`config.mk`:
```
export PLATFORM = sky130hd
export DESIGN_NAME = clk_park_seq
export DESIGN_NICKNAME = d
export VERILOG_FILES = /design/src/rtl/clk_park_pkg.sv /design/src/rtl/clk_park_prescale.sv /design/src/rtl/clk_park_timer.sv /design/src/rtl/clk_park_fsm.sv /design/src/rtl/clk_park_seq.sv
export SDC_FILE = /design/constraint.sdc
export NUM_CORES = 1
export LEC_CHECK = 0
export CAP_MARGIN = 20
export CORE_ASPECT_RATIO = 1.75
export CORE_UTILIZATION = 31
export CTS_CLUSTER_SIZE = 14
export DETAILED_ROUTE_END_ITERATION = 6
export GPL_TIMING_DRIVEN = 0
export SYNTH_ARGS = -nofsm -noshare
export SYNTH_HDL_FRONTEND = slang
export SYNTH_SLANG_ARGS = --single-unit
```
`constraint.sdc`:
```
create_clock -name clk -period 3.4 [get_ports clk]
set_input_delay 0.51 -clock clk [delete_from_list [all_inputs] [get_ports clk]]
set_output_delay 0.51 -clock clk [all_outputs]
set_load 0.1 [all_outputs]
```
`src/rtl/clk_park_pkg.sv`:
```
package clk_park_pkg;
   typedef enum logic [2:0] {
      PS_RUN         = 3'd0,
      PS_PARK_SETTLE = 3'd1,
      PS_PARKED      = 3'd2,
      PS_WAIT_LOCK   = 3'd3,
      PS_RESTORE     = 3'd4
   } park_state_e;

   function automatic logic is_busy_state(park_state_e s);
      return (s == PS_PARK_SETTLE) || (s == PS_WAIT_LOCK) || (s == PS_RESTORE);
   endfunction
endpackage

```
`src/rtl/clk_park_prescale.sv`:
```
module clk_park_prescale #(
   parameter int DIV = 4
) (
   input  logic clk,
   input  logic rst_n,
   input  logic tick_in,
   output logic tick_out
);
   localparam int PW = (DIV > 1) ? $clog2(DIV) : 1;
   localparam logic [PW-1:0] LAST = PW'(DIV - 1);

   logic [PW-1:0] pc_q;

   always_ff @(posedge clk or negedge rst_n) begin
      if (!rst_n) begin
         pc_q <= '0;
      end else if (tick_in) begin
         if (pc_q == LAST) pc_q <= '0;
         else              pc_q <= pc_q + 1'b1;
      end
   end

   assign tick_out = tick_in && (pc_q == LAST);
endmodule

```
`src/rtl/clk_park_timer.sv`:
```
module clk_park_timer #(
   parameter int CW = 12
) (
   input  logic          clk,
   input  logic          rst_n,
   input  logic          clr,
   input  logic          run,
   input  logic          tick,
   input  logic [CW-1:0] last,
   output logic          expire
);
   logic [CW-1:0] cnt_q;

   always_ff @(posedge clk or negedge rst_n) begin
      if (!rst_n) begin
         cnt_q <= '0;
      end else if (clr) begin
         cnt_q <= '0;
      end else if (run && tick) begin
         cnt_q <= cnt_q + 1'b1;
      end
   end

   assign expire = run && tick && (cnt_q == last);

   // no tick, no advance
   p_hold_no_tick_r10: assert property (@(posedge clk) disable iff (!rst_n)
      (!clr && !tick) |=> $stable(cnt_q));

   // the count never runs past the interval end
   p_cnt_bound_r3: assert property (@(posedge clk) disable iff (!rst_n)
      (run && !clr) |-> (cnt_q <= last));
endmodule

```
`src/rtl/clk_park_fsm.sv`:
```
module clk_park_fsm
   import clk_park_pkg::*;
(
   input  logic clk,
   input  logic rst_n,
   input  logic pre_req,
   input  logic post_req,
   input  logic pll_lock,
   input  logic expire,
   output logic tmr_clr,
   output logic tmr_run,
   output logic tmr_lock_sel,
   output logic out_sel,
   output logic in_sel,
   output logic busy,
   output logic done,
   output logic lock_err,
   output logic orphan_post
);
   park_state_e st_q, st_d;
   logic out_q, out_d, in_q, in_d;
   logic done_q, done_d, err_q, err_d, orph_q, orph_d;

   always_comb begin
      st_d   = st_q;
      out_d  = out_q;
      in_d   = in_q;
      done_d = 1'b0;
      orph_d = 1'b0;
      err_d  = err_q;
      unique case (st_q)
         PS_RUN: begin
            if (pre_req) begin
               st_d  = PS_PARK_SETTLE;
               out_d = 1'b0;
               err_d = 1'b0;
            end else if (post_req) begin
               orph_d = 1'b1;
            end
         end
         PS_PARKED: begin
            if (pre_req) begin
               st_d  = PS_PARK_SETTLE;
               err_d = 1'b0;
            end else if (post_req) begin
               st_d  = PS_WAIT_LOCK;
               err_d = 1'b0;
            end
         end
         PS_PARK_SETTLE: begin
            if (expire) begin
               st_d   = PS_PARKED;
               in_d   = 1'b1;
               done_d = 1'b1;
            end
         end
         PS_WAIT_LOCK: begin
            if (pll_lock) begin
               st_d  = PS_RESTORE;
               out_d = 1'b1;
            end else if (expire) begin
               st_d   = PS_PARKED;
               err_d  = 1'b1;
               done_d = 1'b1;
            end
         end
         PS_RESTORE: begin
            if (expire) begin
               st_d   = PS_RUN;
               done_d = 1'b1;
            end
         end
         default: st_d = PS_PARKED;
      endcase
   end

   always_ff @(posedge clk or negedge rst_n) begin
      if (!rst_n) begin
         st_q   <= PS_PARKED;
         out_q  <= 1'b0;
         in_q   <= 1'b0;
         done_q <= 1'b0;
         err_q  <= 1'b0;
         orph_q <= 1'b0;
      end else begin
         st_q   <= st_d;
         out_q  <= out_d;
         in_q   <= in_d;
         done_q <= done_d;
         err_q  <= err_d;
         orph_q <= orph_d;
      end
   end

   assign tmr_clr      = (st_d != st_q);
   assign tmr_run      = is_busy_state(st_q);
   assign tmr_lock_sel = (st_q == PS_WAIT_LOCK);
   assign out_sel      = out_q;
   assign in_sel       = in_q;
   assign busy         = is_busy_state(st_q);
   assign done         = done_q;
   assign lock_err     = err_q;
   assign orphan_post  = orph_q;

   // divider input only moves while the output is on the crystal
   p_in_after_park_r3: assert property (@(posedge clk) disable iff (!rst_n)
      $rose(in_q) |-> !out_q);

   // output returns to the PLL path only after lock was seen
   p_restore_needs_lock_r4: assert property (@(posedge clk) disable iff (!rst_n)
      $rose(out_q) |-> $past(pll_lock));

   // done is a single-cycle pulse
   p_done_pulse_r9: assert property (@(posedge clk) disable iff (!rst_n)
      done_q |=> !done_q);

   // busy only drops together with done
   p_busy_ends_done_r9: assert property (@(posedge clk) disable iff (!rst_n)
      $fell(busy) |-> done_q);

   // orphan flag only while running on the divided path
   p_orphan_idle_r7: assert property (@(posedge clk) disable iff (!rst_n)
      orph_q |-> (out_q && !busy));

   // timeout leaves the output parked and closes the phase
   p_timeout_parks_r6: assert property (@(posedge clk) disable iff (!rst_n)
      $rose(err_q) |-> (!out_q && done_q));
endmodule

```
`src/rtl/clk_park_seq.sv`:
```
module clk_park_seq #(
   parameter int SETTLE_TICKS = 2400,
   parameter int LOCK_TICKS   = 24000,
   parameter int TICK_DIV     = 1
) (
   input  logic clk,
   input  logic rst_n,
   input  logic pre_req,
   input  logic post_req,
   input  logic pll_lock,
   input  logic tick,
   output logic out_sel,
   output logic in_sel,
   output logic busy,
   output logic done,
   output logic lock_err,
   output logic orphan_post
);
   localparam int MAXT = (SETTLE_TICKS > LOCK_TICKS) ? SETTLE_TICKS : LOCK_TICKS;
   localparam int CW   = (MAXT > 1) ? $clog2(MAXT) : 1;
   localparam logic [CW-1:0] SETTLE_LAST = CW'(SETTLE_TICKS - 1);
   localparam logic [CW-1:0] LOCK_LAST   = CW'(LOCK_TICKS - 1);

   generate
      if (SETTLE_TICKS < 1) begin : g_bad_settle
         $error("SETTLE_TICKS must be at least 1");
      end
      if (LOCK_TICKS < 1) begin : g_bad_lock
         $error("LOCK_TICKS must be at least 1");
      end
      if (TICK_DIV < 1) begin : g_bad_div
         $error("TICK_DIV must be at least 1");
      end
   endgenerate

   logic tick_eff;
   logic t_clr, t_run, t_lock_sel, t_exp;
   logic [CW-1:0] t_last;

   generate
      if (TICK_DIV > 1) begin : g_presc
         clk_park_prescale #(.DIV(TICK_DIV)) u_presc (
            .clk      (clk),
            .rst_n    (rst_n),
            .tick_in  (tick),
            .tick_out (tick_eff)
         );
      end else begin : g_direct
         assign tick_eff = tick;
      end
   endgenerate

   assign t_last = t_lock_sel ? LOCK_LAST : SETTLE_LAST;

   clk_park_timer #(.CW(CW)) u_timer (
      .clk    (clk),
      .rst_n  (rst_n),
      .clr    (t_clr),
      .run    (t_run),
      .tick   (tick_eff),
      .last   (t_last),
      .expire (t_exp)
   );

   clk_park_fsm u_fsm (
      .clk          (clk),
      .rst_n        (rst_n),
      .pre_req      (pre_req),
      .post_req     (post_req),
      .pll_lock     (pll_lock),
      .expire       (t_exp),
      .tmr_clr      (t_clr),
      .tmr_run      (t_run),
      .tmr_lock_sel (t_lock_sel),
      .out_sel      (out_sel),
      .in_sel       (in_sel),
      .busy         (busy),
      .done         (done),
      .lock_err     (lock_err),
      .orphan_post  (orphan_post)
   );
endmodule

```
==> key figures <==
CTS
  • CTS buffer count: 3
  • # H-tree levels: 1
  • CTS tree: done
  • Post-cts sizing count: 0
  • Post-CTS Hold Buffers: 0
  • CTS Buffer Depth: 2
  • Post-CTS setup buffers: 0
  • Clk Latency, worst-skew pair: 270 ps
  • Clk sinks: 23
  • Root Driver: clkbuf_8
  • Clk slew on worst S/H paths: 90 ps

STA
  • Final setup fails: 0
  • Worst slew margin: 0.342
  • Final hold violations: 0
  • RSZ-0062 raised after global routing: no
  • Setup TNS: 0 ps
  • Final cycle utilization of the critical path: 0.914
  • Slew Limit Fails: 0
  • Setup WS post-layout: 293 ps
  • Fmax: 322 MHz
  • Slew @ Worst Pin: 984 ps
  • Skew final: 5.44 ps
  • Min Tclk post-route: 3110 ps

Die
  • Die height: 89.7 microns
  • Initial core utilization: 0.325
  • CORE AREA: 0.00419 sq mm
  • Die Width: 52.1 microns
  • Full die area: 0.00467 sq mm
  • # rows: 31
  • # IOs: 12

Place
  • Placed cell areas: 0.00152 sq mm
  • Placer Congestion: 0.741
  • Setup WS pre-CTS: 597 ps
  • Post-DP HPWL: 2430 microns
  • Port Buf Inserts: 10

Power and ir drop
  • Int Pwr: 0.000462 W
  • Sequential share of power: 0.524
  • Switching power total: 0.000217 W
  • Sw frac: 0.319
  • Gate power share: 0.213
  • Clock power share: 0.263
  • LEAKAGE: 0.596 nW
  • Power per Cell Area: 429 mW/mm^2
  • Worst VDD drop: 171 uV

Logic synthesis
  • Post-synthesis cell type count: 45
  • YS warnings: 0
  • Average cell area after synthesis: 9.72 sq um
  • Number of flops mapped to enable cells by yosys: 0
  • Main synth FF type: dfrtp_1
  • Mapped Area: 0.00136 sq mm
  • Post-Syn Nets: 147
  • Seq/Total Area, Yosys: 0.424
  • Synthesized flop and latch total: 23
  • Synth async-reset ratio: 1.00
  • Cells after Synth: 140

Worst setup path
  • Worst-path cell chain: clkbuf_1 -> or3_1 -> nand2_1 -> clkdlybuf4s50_1
  • Worst Path Required: 2890 ps
  • Buffers plus inverters on the worst setup path: 2
  • Setup slack, reg-to-reg: 1050 ps
  • Startpoint types: register
  • Crit path kind: register to output pin
  • Worst-case reg-to-reg path depth: 5
  • Crit-path max FO: 10
  • CP max stage cell: clkdlybuf4s50_1
  • Crit-path leading delay family: buffers and inverters
  • RR Endpoint: u_timer.cnt_q[7]$_DFFE_PN0P_
  • Worst r2r src: u_timer.cnt_q[9]$_DFFE_PN0P_
  • CP arrival: 2600 ps
  • CP endpoint: busy
  • CP Launch Point: u_fsm.st_q[0]$_DFF_PN0_
  • Setup crit end kind: output pin
  • Crit path largest cell delay: 1130 ps
  • Critical path depth in cells: 4

Layout
  • Design area: 0.00158 sq mm
  • Area delta synth->final: 16.3%
  • Most frequent cells in the layout: 22 x dfrtp_1, 10 x clkdlybuf4s50_1, 9 x nand2_1
  • Ratio of cells with drive above 1 in the final layout: 0.0903
  • Diode count: 0
  • Most common cell after layout, fill and taps aside: dfrtp_1
  • Nets: 163

Detailed routing
  • DRC: 0
  • Vias per cell: 5.86
  • Initial DRC Count: 15
  • Vias: 1,195
  • Antenna-violating nets left: 0
  • First drt pass iteration count: 4
  • WL/cell: 16.2 microns
  • Final wirelength: 3310 microns

Status
  • Run status: completed

Worst hold path
  • HP Class: register to register
  • Beginning of the worst hold path: u_fsm.in_sel$_DFFE_PN0P_
  • WHS Path Cells: 1

Global routing
  • First-pass GRT wire length: 5560 microns
  • Vias in the first global route: 1,214
  • GRT Overall Usage: 0.159
  • Grt ovf: 0
  • Largest net degree at the start of global routing: 24
  • Initial antenna violation count: 0

Flow run
  • Max-cap violation count: 0
through the flow:
step / hold slack [ps] / total power (W) / util / instances
after floorplan: 214 / 0.000454 / - / 140
after global placement: 471 / 0.000489 / 0.364 / 199
after detailed placement: 464 / 0.000502 / 0.364 / 199
after CTS: 486 / 0.000677 / 0.374 / 203
after global routing: 527 / 0.000714 / 0.378 / 204
final: 481 / 0.000678 / 0.378 / 204
cell usage after synthesis (2+ instances only):
cell | n | area [sq um]
dfrtp_1 | 22 | 551
nand2_1 | 9 | 33.8
a211oi_1 | 8 | 60.1
nor3_1 | 7 | 35.0
o2111ai_1 | 6 | 52.6
o21ai_0 | 6 | 30.0
xor2_1 | 6 | 52.6
a21oi_1 | 5 | 25.0
nor2_1 | 5 | 18.8
o31ai_1 | 5 | 37.5
or4_1 | 5 | 37.5
and2_1 | 4 | 25.0
and3_1 | 4 | 25.0
or3_1 | 4 | 25.0
buf_2 | 3 | 15.0
clkbuf_1 | 3 | 11.3
inv_1 | 3 | 11.3
nand3_1 | 3 | 15.0
a21o_1 | 2 | 15.0
nand4_1 | 2 | 12.5
nor2b_1 | 2 | 12.5
o211ai_1 | 2 | 15.0
o22ai_1 | 2 | 12.5
worst min path at each step:
stage                                to  slack, ps
2_1_floorplan      u_fsm.done$_DFF_PN0_        210
3_3_place_gp   u_fsm.in_sel$_DFFE_PN0P_        470
3_5_place_dp   u_fsm.in_sel$_DFFE_PN0P_        460
4_1_cts        u_fsm.in_sel$_DFFE_PN0P_        490
5_1_grt        u_fsm.in_sel$_DFFE_PN0P_        530
6_report       u_fsm.in_sel$_DFFE_PN0P_        480
registers in the layout, summed over array words and instances, names as in the netlist:
name,flops
u_fsm.out_sel,1
u_timer.cnt_q,15
u_fsm.lock_err,1
u_fsm.st_q,3
u_fsm.orphan_post,1
u_fsm.in_sel,1
u_fsm.done,1
layer usage:
| layer | share of wire | global-route usage |
|---|---|---|
| met5 | 0 | 0 |
| met4 | 0.017 | 0.0835 |
| met3 | 0.021 | 0.0152 |
| met2 | 0.56 | 0.308 |
| met1 | 0.40 | 0.162 |
kinds of logic (layout without fill, tap and decap cells):
logic type | count (synthesis) | after routing | share of synthesized area
simple gates | 53 | 53 | 0.235
flops | 23 | 23 | 0.424
xor+xnor | 7 | 7 | 0.0450
compound gates | 45 | 45 | 0.246
fa+ha+maj | 1 | 1 | 0.00919
mux | 1 | 1 | 0.00735
buf+inv | 10 | 25 | 0.0331
power by group through the flow:
stage / clock network [W] / registers [W] / logic [W]
2_1_floorplan: 0 / 0.000349 / 0.000105
3_3_place_gp: 0 / 0.000356 / 0.000133
3_5_place_dp: 0 / 0.000360 / 0.000142
4_1_cts: 0.000179 / 0.000354 / 0.000144
5_1_grt: 0.000189 / 0.000363 / 0.000161
6_report: 0.000179 / 0.000355 / 0.000145
layout make-up:
| class | instances | area (sq um) |
|---|---|---|
| buffer | 7 | 33.8 |
| fill | 438 | 2610 |
| tap | 49 | 61.3 |
| sequential | 23 | 577 |
| inverter | 3 | 11.3 |
| clock buffer | 4 | 45.0 |
| multi-input combinational | 107 | 739 |
| timing repair buffer | 11 | 115 |
(Power assumes the default switching activity.)
